[config.mk]
export PLATFORM = sky130hd
export DESIGN_NAME = xflow_ctrl
export DESIGN_NICKNAME = d
export VERILOG_FILES = /design/src/rtl/xflow_pkg.sv /design/src/rtl/xflow_regs.sv /design/src/rtl/xflow_rx_match.sv /design/src/rtl/xflow_level_watch.sv /design/src/rtl/xflow_tx_arb.sv /design/src/rtl/xflow_ctrl.sv
export SDC_FILE = /design/constraint.sdc
export NUM_CORES = 1
export LEC_CHECK = 0
export CAP_MARGIN = 20
export CORE_UTILIZATION = 49
export CTS_CLUSTER_SIZE = 10
export DETAILED_ROUTE_END_ITERATION = 7
export HOLD_SLACK_MARGIN = 0.15
export PLACE_DENSITY = 0.87
export SETUP_SLACK_MARGIN = 0.05
export SLEW_MARGIN = 15
export SYNTH_ARGS = -nofsm -noshare
export SYNTH_HDL_FRONTEND = slang
export SYNTH_SLANG_ARGS = --single-unit
[constraint.sdc]
create_clock -name clk -period 3 [get_ports clk]
set_clock_uncertainty 0.2 [all_clocks]
set_input_delay 0.6 -clock clk [delete_from_list [all_inputs] [get_ports clk]]
set_output_delay 0.6 -clock clk [all_outputs]
set_load 0.05 [all_outputs]
[src/rtl/xflow_pkg.sv]
// Shared types and level tables for the in-band flow controller.
package xflow_pkg;

    // Control register fields, most significant field first.
    typedef struct packed {
        logic       irq_en;
        logic [1:0] level_sel;
        logic       auto_tx;
        logic       pair_mode;
        logic       match_en;
    } ctrl_t;

    localparam int unsigned CTRL_W = $bits(ctrl_t);

    // Kind of first character held while waiting for its partner.
    typedef enum logic [1:0] {
        HOLD_NONE = 2'd0,
        HOLD_STOP = 2'd1,
        HOLD_GO   = 2'd2
    } hold_t;

    // High occupancy level at which the stop code is queued.
    function automatic int unsigned high_level(input logic [1:0] sel);
        case (sel)
            2'd0:    return 8;
            2'd1:    return 16;
            2'd2:    return 24;
            default: return 28;
        endcase
    endfunction

    // Low occupancy level at which the go code is queued.
    function automatic int unsigned low_level(input logic [1:0] sel);
        case (sel)
            2'd0:    return 0;
            2'd1:    return 7;
            2'd2:    return 15;
            default: return 23;
        endcase
    endfunction

endpackage

[src/rtl/xflow_regs.sv]
// Register file: four code registers and a control register.
// Assumes single-cycle writes; unknown addresses are ignored.
module xflow_regs
    import xflow_pkg::*;
#(
    parameter int unsigned CHAR_W = 8,
    parameter int unsigned ADDR_W = 3
) (
    input  logic              clk,
    input  logic              rst_n,
    input  logic              cfg_we,
    input  logic [ADDR_W-1:0] cfg_addr,
    input  logic [CHAR_W-1:0] cfg_wdata,
    output logic [CHAR_W-1:0] go1,
    output logic [CHAR_W-1:0] go2,
    output logic [CHAR_W-1:0] stop1,
    output logic [CHAR_W-1:0] stop2,
    output ctrl_t             ctrl
);

    localparam logic [ADDR_W-1:0] A_GO1   = ADDR_W'(0);
    localparam logic [ADDR_W-1:0] A_GO2   = ADDR_W'(1);
    localparam logic [ADDR_W-1:0] A_STOP1 = ADDR_W'(2);
    localparam logic [ADDR_W-1:0] A_STOP2 = ADDR_W'(3);
    localparam logic [ADDR_W-1:0] A_CTRL  = ADDR_W'(4);

    // Capture writes into the addressed register.
    always_ff @(posedge clk) begin : reg_write
        if (!rst_n) begin
            go1   <= '0;
            go2   <= '0;
            stop1 <= '0;
            stop2 <= '0;
            ctrl  <= '0;
        end else if (cfg_we) begin
            case (cfg_addr)
                A_GO1:   go1   <= cfg_wdata;
                A_GO2:   go2   <= cfg_wdata;
                A_STOP1: stop1 <= cfg_wdata;
                A_STOP2: stop2 <= cfg_wdata;
                A_CTRL:  ctrl  <= ctrl_t'(cfg_wdata[CTRL_W-1:0]);
                default: ;
            endcase
        end
    end

endmodule

[src/rtl/xflow_rx_match.sv]
// Receive-side matcher. Compares each received character with the code
// registers, updates the stop state and the status flag, and forwards
// non-code characters to the FIFO one clock later. In pair mode a
// possible first character is held; if its partner does not follow, the
// held character and the new one are replayed in order.
// Assumes received strobes are at least two clocks apart.
module xflow_rx_match
    import xflow_pkg::*;
#(
    parameter int unsigned CHAR_W = 8
) (
    input  logic              clk,
    input  logic              rst_n,
    input  logic              match_en,
    input  logic              pair_mode,
    input  logic [CHAR_W-1:0] go1,
    input  logic [CHAR_W-1:0] go2,
    input  logic [CHAR_W-1:0] stop1,
    input  logic [CHAR_W-1:0] stop2,
    input  logic              rx_valid,
    input  logic [CHAR_W-1:0] rx_data,
    output logic              fifo_wr,
    output logic [CHAR_W-1:0] fifo_wdata,
    output logic              remote_stop,
    output logic              flow_flag
);

    hold_t             held_kind;
    logic [CHAR_W-1:0] held_char;
    logic              spill_v;
    logic [CHAR_W-1:0] spill_char;

    logic              do_stop, do_go, wr_now, hold_set, hold_clr, spill_set;
    hold_t             hold_new;
    logic [CHAR_W-1:0] wr_char;
    logic [CHAR_W-1:0] partner;

    // Decide what the current received character does.
    always_comb begin : rx_decide
        do_stop   = 1'b0;
        do_go     = 1'b0;
        wr_now    = 1'b0;
        wr_char   = rx_data;
        hold_set  = 1'b0;
        hold_new  = HOLD_NONE;
        hold_clr  = 1'b0;
        spill_set = 1'b0;
        partner   = (held_kind == HOLD_STOP) ? stop2 : go2;
        if (rx_valid) begin
            if (!match_en || (!pair_mode && held_kind != HOLD_NONE)) begin
                if (held_kind != HOLD_NONE) begin
                    wr_now    = 1'b1;
                    wr_char   = held_char;
                    spill_set = 1'b1;
                    hold_clr  = 1'b1;
                end else begin
                    wr_now = 1'b1;
                end
            end else if (!pair_mode) begin
                if (rx_data == stop1) begin
                    do_stop = 1'b1;
                end else if (rx_data == go1) begin
                    do_go = 1'b1;
                end else begin
                    wr_now = 1'b1;
                end
            end else if (held_kind == HOLD_NONE) begin
                if (rx_data == stop1) begin
                    hold_set = 1'b1;
                    hold_new = HOLD_STOP;
                end else if (rx_data == go1) begin
                    hold_set = 1'b1;
                    hold_new = HOLD_GO;
                end else begin
                    wr_now = 1'b1;
                end
            end else if (rx_data == partner) begin
                do_stop  = (held_kind == HOLD_STOP);
                do_go    = (held_kind == HOLD_GO);
                hold_clr = 1'b1;
            end else begin
                wr_now  = 1'b1;
                wr_char = held_char;
                if (rx_data == stop1) begin
                    hold_set = 1'b1;
                    hold_new = HOLD_STOP;
                end else if (rx_data == go1) begin
                    hold_set = 1'b1;
                    hold_new = HOLD_GO;
                end else begin
                    spill_set = 1'b1;
                    hold_clr  = 1'b1;
                end
            end
        end
    end

    // Register the FIFO write, the replay slot and the held character.
    always_ff @(posedge clk) begin : rx_datapath
        if (!rst_n) begin
            fifo_wr    <= 1'b0;
            fifo_wdata <= '0;
            spill_v    <= 1'b0;
            spill_char <= '0;
            held_kind  <= HOLD_NONE;
            held_char  <= '0;
        end else begin
            fifo_wr <= 1'b0;
            spill_v <= 1'b0;
            if (spill_v) begin
                fifo_wr    <= 1'b1;
                fifo_wdata <= spill_char;
            end
            if (wr_now) begin
                fifo_wr    <= 1'b1;
                fifo_wdata <= wr_char;
            end
            if (spill_set) begin
                spill_v    <= 1'b1;
                spill_char <= rx_data;
            end
            if (hold_set) begin
                held_kind <= hold_new;
                held_char <= rx_data;
            end else if (hold_clr) begin
                held_kind <= HOLD_NONE;
            end
        end
    end

    // Track the far-end stop state and the status flag.
    always_ff @(posedge clk) begin : rx_state
        if (!rst_n) begin
            remote_stop <= 1'b0;
            flow_flag   <= 1'b0;
        end else if (do_stop) begin
            remote_stop <= 1'b1;
            flow_flag   <= 1'b1;
        end else if (do_go) begin
            remote_stop <= 1'b0;
            flow_flag   <= 1'b0;
        end
    end

    AST_SINGLE_STOP_HALTS: assert property (@(posedge clk) disable iff (!rst_n)
        (rx_valid && match_en && !pair_mode && held_kind == HOLD_NONE && rx_data == stop1)
        |=> remote_stop) else $error("single stop code did not halt");
    AST_CODE_NOT_WRITTEN: assert property (@(posedge clk) disable iff (!rst_n)
        (rx_valid && match_en && !pair_mode && held_kind == HOLD_NONE && !spill_v
         && (rx_data == stop1 || rx_data == go1))
        |=> !fifo_wr) else $error("code character reached the FIFO");
    AST_SINGLE_GO_RESUMES: assert property (@(posedge clk) disable iff (!rst_n)
        (rx_valid && match_en && !pair_mode && held_kind == HOLD_NONE
         && rx_data == go1 && rx_data != stop1)
        |=> !remote_stop) else $error("single go code did not release");
    AST_REPLAY_AFTER_HELD: assert property (@(posedge clk) disable iff (!rst_n)
        spill_v |-> fifo_wr) else $error("replayed character without held write");
    AST_RX_GAP: assert property (@(posedge clk) disable iff (!rst_n)
        spill_v |-> !rx_valid) else $error("received strobes too close");

endmodule

[src/rtl/xflow_level_watch.sv]
// Watches the receive FIFO occupancy and requests a stop code on reaching
// the high level and a go code on falling to the low level, once each,
// remembering which code was requested last.
// Assumes requests are taken only while the injector is idle.
module xflow_level_watch
    import xflow_pkg::*;
#(
    parameter int unsigned CNT_W = 6
) (
    input  logic             clk,
    input  logic             rst_n,
    input  logic             auto_tx,
    input  logic [1:0]       level_sel,
    input  logic [CNT_W-1:0] fifo_count,
    input  logic             inj_busy,
    output logic             start_stop,
    output logic             start_go
);

    logic        stop_sent;
    int unsigned count_i;

    // Compare occupancy with the selected level pair.
    always_comb begin : level_cmp
        count_i    = int'(fifo_count);
        start_stop = auto_tx && !inj_busy && !stop_sent && (count_i >= high_level(level_sel));
        start_go   = auto_tx && !inj_busy && stop_sent && (count_i <= low_level(level_sel));
    end

    // Record which code was requested last.
    always_ff @(posedge clk) begin : level_state
        if (!rst_n) begin
            stop_sent <= 1'b0;
        end else if (start_stop) begin
            stop_sent <= 1'b1;
        end else if (start_go) begin
            stop_sent <= 1'b0;
        end
    end

    AST_START_EXCLUSIVE: assert property (@(posedge clk) disable iff (!rst_n)
        $onehot0({start_stop, start_go})) else $error("both codes requested");
    AST_START_TAKEN: assert property (@(posedge clk) disable iff (!rst_n)
        (start_stop || start_go) |=> inj_busy) else $error("request not taken");

endmodule

[src/rtl/xflow_tx_arb.sv]
// Transmit arbiter and code injector. Holds a one- or two-character code
// sequence and offers it ahead of source data; source data is offered only
// while the far end has not stopped us. A character is committed on
// tx_ack, so a queued code overtakes data at the next character boundary.
module xflow_tx_arb #(
    parameter int unsigned CHAR_W = 8
) (
    input  logic              clk,
    input  logic              rst_n,
    input  logic              pair_mode,
    input  logic [CHAR_W-1:0] go1,
    input  logic [CHAR_W-1:0] go2,
    input  logic [CHAR_W-1:0] stop1,
    input  logic [CHAR_W-1:0] stop2,
    input  logic              start_stop,
    input  logic              start_go,
    input  logic              remote_stop,
    input  logic              src_valid,
    input  logic [CHAR_W-1:0] src_data,
    input  logic              tx_ack,
    output logic              src_pop,
    output logic              tx_req,
    output logic [CHAR_W-1:0] tx_char,
    output logic              inj_busy
);

    logic              inj_go;
    logic              inj_two;
    logic              inj_phase;
    logic [CHAR_W-1:0] inj_char;
    logic              data_ok;

    // Select the offered character and the pop strobe.
    always_comb begin : tx_select
        if (inj_go) begin
            inj_char = inj_phase ? go2 : go1;
        end else begin
            inj_char = inj_phase ? stop2 : stop1;
        end
        data_ok = src_valid && !remote_stop;
        tx_req  = inj_busy || data_ok;
        tx_char = inj_busy ? inj_char : src_data;
        src_pop = tx_ack && !inj_busy && data_ok;
    end

    // Step through the queued code sequence.
    always_ff @(posedge clk) begin : inj_seq
        if (!rst_n) begin
            inj_busy  <= 1'b0;
            inj_go    <= 1'b0;
            inj_two   <= 1'b0;
            inj_phase <= 1'b0;
        end else if (!inj_busy) begin
            if (start_stop || start_go) begin
                inj_busy  <= 1'b1;
                inj_go    <= start_go;
                inj_two   <= pair_mode;
                inj_phase <= 1'b0;
            end
        end else if (tx_ack) begin
            if (inj_two && !inj_phase) begin
                inj_phase <= 1'b1;
            end else begin
                inj_busy <= 1'b0;
            end
        end
    end

    AST_STOP_BLOCKS_DATA: assert property (@(posedge clk) disable iff (!rst_n)
        (remote_stop && !inj_busy) |-> !tx_req) else $error("data offered while stopped");
    AST_CODE_BEFORE_DATA: assert property (@(posedge clk) disable iff (!rst_n)
        (inj_busy && tx_ack) |-> !src_pop) else $error("data taken during code");

endmodule

[src/rtl/xflow_ctrl.sv]
// Top of the in-band flow controller: register file, receive matcher,
// level watcher and transmit arbiter. Assumes the FIFO count is already
// synchronous to clk and received strobes are at least two clocks apart.
module xflow_ctrl
    import xflow_pkg::*;
#(
    parameter int unsigned CHAR_W = 8,
    parameter int unsigned CNT_W  = 6,
    parameter int unsigned ADDR_W = 3
) (
    input  logic              clk,
    input  logic              rst_n,
    input  logic              cfg_we,
    input  logic [ADDR_W-1:0] cfg_addr,
    input  logic [CHAR_W-1:0] cfg_wdata,
    input  logic              rx_valid,
    input  logic [CHAR_W-1:0] rx_data,
    input  logic [CNT_W-1:0]  fifo_count,
    output logic              fifo_wr,
    output logic [CHAR_W-1:0] fifo_wdata,
    input  logic              src_valid,
    input  logic [CHAR_W-1:0] src_data,
    output logic              src_pop,
    output logic              tx_req,
    output logic [CHAR_W-1:0] tx_char,
    input  logic              tx_ack,
    output logic              remote_stop,
    output logic              flow_flag,
    output logic              irq
);

    logic [CHAR_W-1:0] go1, go2, stop1, stop2;
    ctrl_t             ctrl;
    logic              start_stop, start_go, inj_busy;

    xflow_regs #(.CHAR_W(CHAR_W), .ADDR_W(ADDR_W)) u_regs (
        .clk(clk), .rst_n(rst_n), .cfg_we(cfg_we), .cfg_addr(cfg_addr),
        .cfg_wdata(cfg_wdata), .go1(go1), .go2(go2), .stop1(stop1),
        .stop2(stop2), .ctrl(ctrl)
    );

    xflow_rx_match #(.CHAR_W(CHAR_W)) u_rx (
        .clk(clk), .rst_n(rst_n), .match_en(ctrl.match_en),
        .pair_mode(ctrl.pair_mode), .go1(go1), .go2(go2), .stop1(stop1),
        .stop2(stop2), .rx_valid(rx_valid), .rx_data(rx_data),
        .fifo_wr(fifo_wr), .fifo_wdata(fifo_wdata),
        .remote_stop(remote_stop), .flow_flag(flow_flag)
    );

    xflow_level_watch #(.CNT_W(CNT_W)) u_level (
        .clk(clk), .rst_n(rst_n), .auto_tx(ctrl.auto_tx),
        .level_sel(ctrl.level_sel), .fifo_count(fifo_count),
        .inj_busy(inj_busy), .start_stop(start_stop), .start_go(start_go)
    );

    xflow_tx_arb #(.CHAR_W(CHAR_W)) u_tx (
        .clk(clk), .rst_n(rst_n), .pair_mode(ctrl.pair_mode), .go1(go1),
        .go2(go2), .stop1(stop1), .stop2(stop2), .start_stop(start_stop),
        .start_go(start_go), .remote_stop(remote_stop),
        .src_valid(src_valid), .src_data(src_data), .tx_ack(tx_ack),
        .src_pop(src_pop), .tx_req(tx_req), .tx_char(tx_char),
        .inj_busy(inj_busy)
    );

    // Gate the status flag onto the interrupt output.
    always_comb begin : irq_gate
        irq = flow_flag && ctrl.irq_en;
    end

    AST_IRQ_MASKED: assert property (@(posedge clk) disable iff (!rst_n)
        (!ctrl.irq_en) |-> !irq) else $error("interrupt while masked");

endmodule

==> run metrics, run 1 <==
run status=complete, no violations; Root Driver=clkbuf_8; final setup fails=0; clk sinks=72; Design Area, Final=5060 um^2; critical path peak fanout=6; vias per inst=5.82; Critical Path AT=3.01 ns; commonest cells in the netlist=nand2_1 (93), dfxtp_1 (72), a21oi_1 (39); Synthesized Nets=496; final core occ=64.5%; count leader, synth=nand2_1; Clock Latency Late Sink=0.36 ns; Final Critical Period=2.93 ns; hold path start=u_rx.spill_char[5]; first-pass GRT wire length=16900 um; overall power=2160 uW; Yosys cell types=61; buffers added on ports=60; R2R depth=7; Die W=92.6 um; Main synth FF type=dfxtp_1; Post-synth EDFFs=0; I/O pins=61; Max-Cap Viols=0; layout cells sized above 1=19.8%; Yosys top cell area share=35.9%; WL per Instance=17.3 um; Clock transition at path regs=0.07 ns; R2R Path End=u_rx.fifo_wdata[7]; initial antenna violation count=0; crit path kind=primary input to register; Pwr per Cell Area=428 nW/um^2; via count=3625; Yosys warnings=0; die outline height=92.6 um; Max Slew Vio Count=0; wirelength, routed=10700 um; startpoint types=primary input; core area=7850 um^2; peak supply drop=0.000296 V; nature of the critical path endpoint=register; reg2reg setup slack=0.24 ns; P&R area growth vs syn=25.9%; hold path depth=2; Pleak=0.00195 uW; Async S/R FF share, synth=0%; Hold EP=u_rx.spill_char[5]; CTS tree=yes; largest net degree at the start of global routing=61; fin crit share=97.7%; DRT Pass-1 Iters=4; CTS Buf Count=9; most area-hungry cell type in the Yosys netlist=dfxtp_1; vias in the first global route=3507; ranking of synthesized cells by area=dfxtp_1 (36%), nand2_1 (8.7%), mux2i_1 (8.0%), a21oi_1 (4.9%), mux4_2 (4.5%); register area share after synthesis=35.9%; residual DRC count=0; site row count=32; endpoints failing hold=0; worst relative slew slack=44.1%; GRT Util Overall=25.2%; GR Overflow Total=0; hold crit path type=register to register; mapped cell area=4020 um^2; Reg-to-Reg Start=u_regs.stop2[6]; GPL Wtd Cong=0.891; Final ANT Viol Nets=0; H-tree levels=3; Mapped Cells=451; Max Clk Rate=341 MHz; Nets=561; die area=8570 um^2; starting density of the core=51.2%; DP Area=4690 um^2; Req. time, crit path=3.08 ns; number of diodes=0; Slew @ Worst Pin=0.838 ns; Synth Register Bits=72; DR iter-0 viols=267; syn_area_per_cell=8.91 um^2; dpl hpwl=7580 um; CTS Buffer Depth=2
-- power by group --
group	total, uW	switching, uW	internal (uW)
clock network	796	387	409
registers	999	23.0	976
logic	370	209	161
-- registers in the layout, summed over array words and instances (netlist names), 2 cells and up --
register and count:
u_regs.stop1 8, u_rx.held_kind 2, u_regs.go1 8, u_rx.fifo_wdata 8
u_rx.spill_char 8, u_regs.stop2 8, u_regs.ctrl 6, u_rx.held_char 8
u_regs.go2 8
-- routing by layer --
layer,share of wire [%],GRT usage (%)
met1,40,30.8
met5,0,0
met4,2.4,8.85
met2,52,43.4
met3,6.3,5.75
-- cell type report --
class                           count  area [um^2]
Sequential cell                    72         1440
Tap cell                          102          128
Inverter                           14         52.6
Clock buffer                       10          138
Fill cell                         640         2790
Timing Repair Buffer               86          808
Clock inverter                      6         67.6
Multi-Input combinational cell    333         2420
-- metrics by stage --
step           hold WS [ns]  cells  setup WS, ns  TNS, ns
2_1_floorplan         0.235    451        0.0673        0
3_3_place_gp          0.248    604        -0.188    -2.99
3_5_place_dp          0.260    604        -0.265    -4.04
4_1_cts               0.270    620        0.0787        0
5_1_grt               0.302    623       -0.0507  -0.0507
6_report              0.277    623        0.0680        0
-- logic make-up (layout without fill, tap and decap cells) --
group / after synthesis / count (layout) / synth area share [%]
simple gates: 165 / 167 / 19.3
compound gates: 92 / 92 / 16.5
mux: 48 / 48 / 14.7
fa+ha+maj: 6 / 6 / 1.87
flops: 72 / 72 / 35.9
buf+inv: 48 / 116 / 7.41
xor+xnor: 20 / 20 / 4.36
-- how the worst max path moves through the flow --
| stage | slack (ns) | startpoint | cells past startpoint | end |
|---|---|---|---|---|
| final | 0.07 | rx_data[5] | 8 | u_rx.fifo_wdata[7] |
| after detailed placement | -0.26 | rx_data[2] | 8 | u_rx.fifo_wdata[4] |
| after global routing | -0.05 | rx_data[5] | 10 | u_rx.held_char[0] |
| after floorplan | 0.07 | tx_ack | 1 | src_pop |
| after global placement | -0.19 | rx_data[2] | 8 | u_rx.fifo_wdata[3] |
| after CTS | 0.08 | rx_data[2] | 8 | u_rx.fifo_wdata[2] |
-- timing repair --
item,CTS,global route
resized for setup,0,25
endpoints found under the hold margin,0,0
hold buffers,0,0
setup buffers,0,1
setup endpoints to repair,0,18
-- critical path, cell delays in order --
cell	delay, ns
clkdlybuf4s50_1	0.49
inv_1	0.22
o221ai_1	0.20
nor4_2	0.29
o22ai_4	0.14
or4_4	0.63
and2_4	0.22
a211oi_2	0.21
-- cell usage in the layout (no fill, tap or decap), types with 4 or more instances in the layout --
cell type	synthesis	layout
mux2i_1	32	32
nand3_1	6	6
nor4_1	6	4
nand2_1	93	93
and2_1	6	6
dlymetal6s2s_1	0	5
buf_4	4	34
o21ai_0	6	6
clkdlybuf4s50_1	0	45
inv_1	13	13
ha_1	6	6
clkbuf_8	2	10
mux4_2	8	8
and2b_1	8	8
mux2_2	8	8
a211oi_2	8	8
a31oi_1	4	4
a21oi_1	39	39
dfxtp_1	72	71
xor2_1	20	20
nor2_1	23	23
o22ai_1	5	5
a221oi_2	0	5
Note: power is estimated with default switching activity, not from simulation.
==> run 2: changes to the inputs <==
Settings changed: SKIP_LAST_GASP set to 1.
==> results of run 2 <==
Same layout as run 1: the final DEF is identical, and so are final timing and power.
==> run 3: changes to the inputs <==
Settings changed: SLEW_MARGIN 15 to 20.
==> results of run 3 <==
Same layout as run 1: the final DEF is identical, and so are final timing and power.
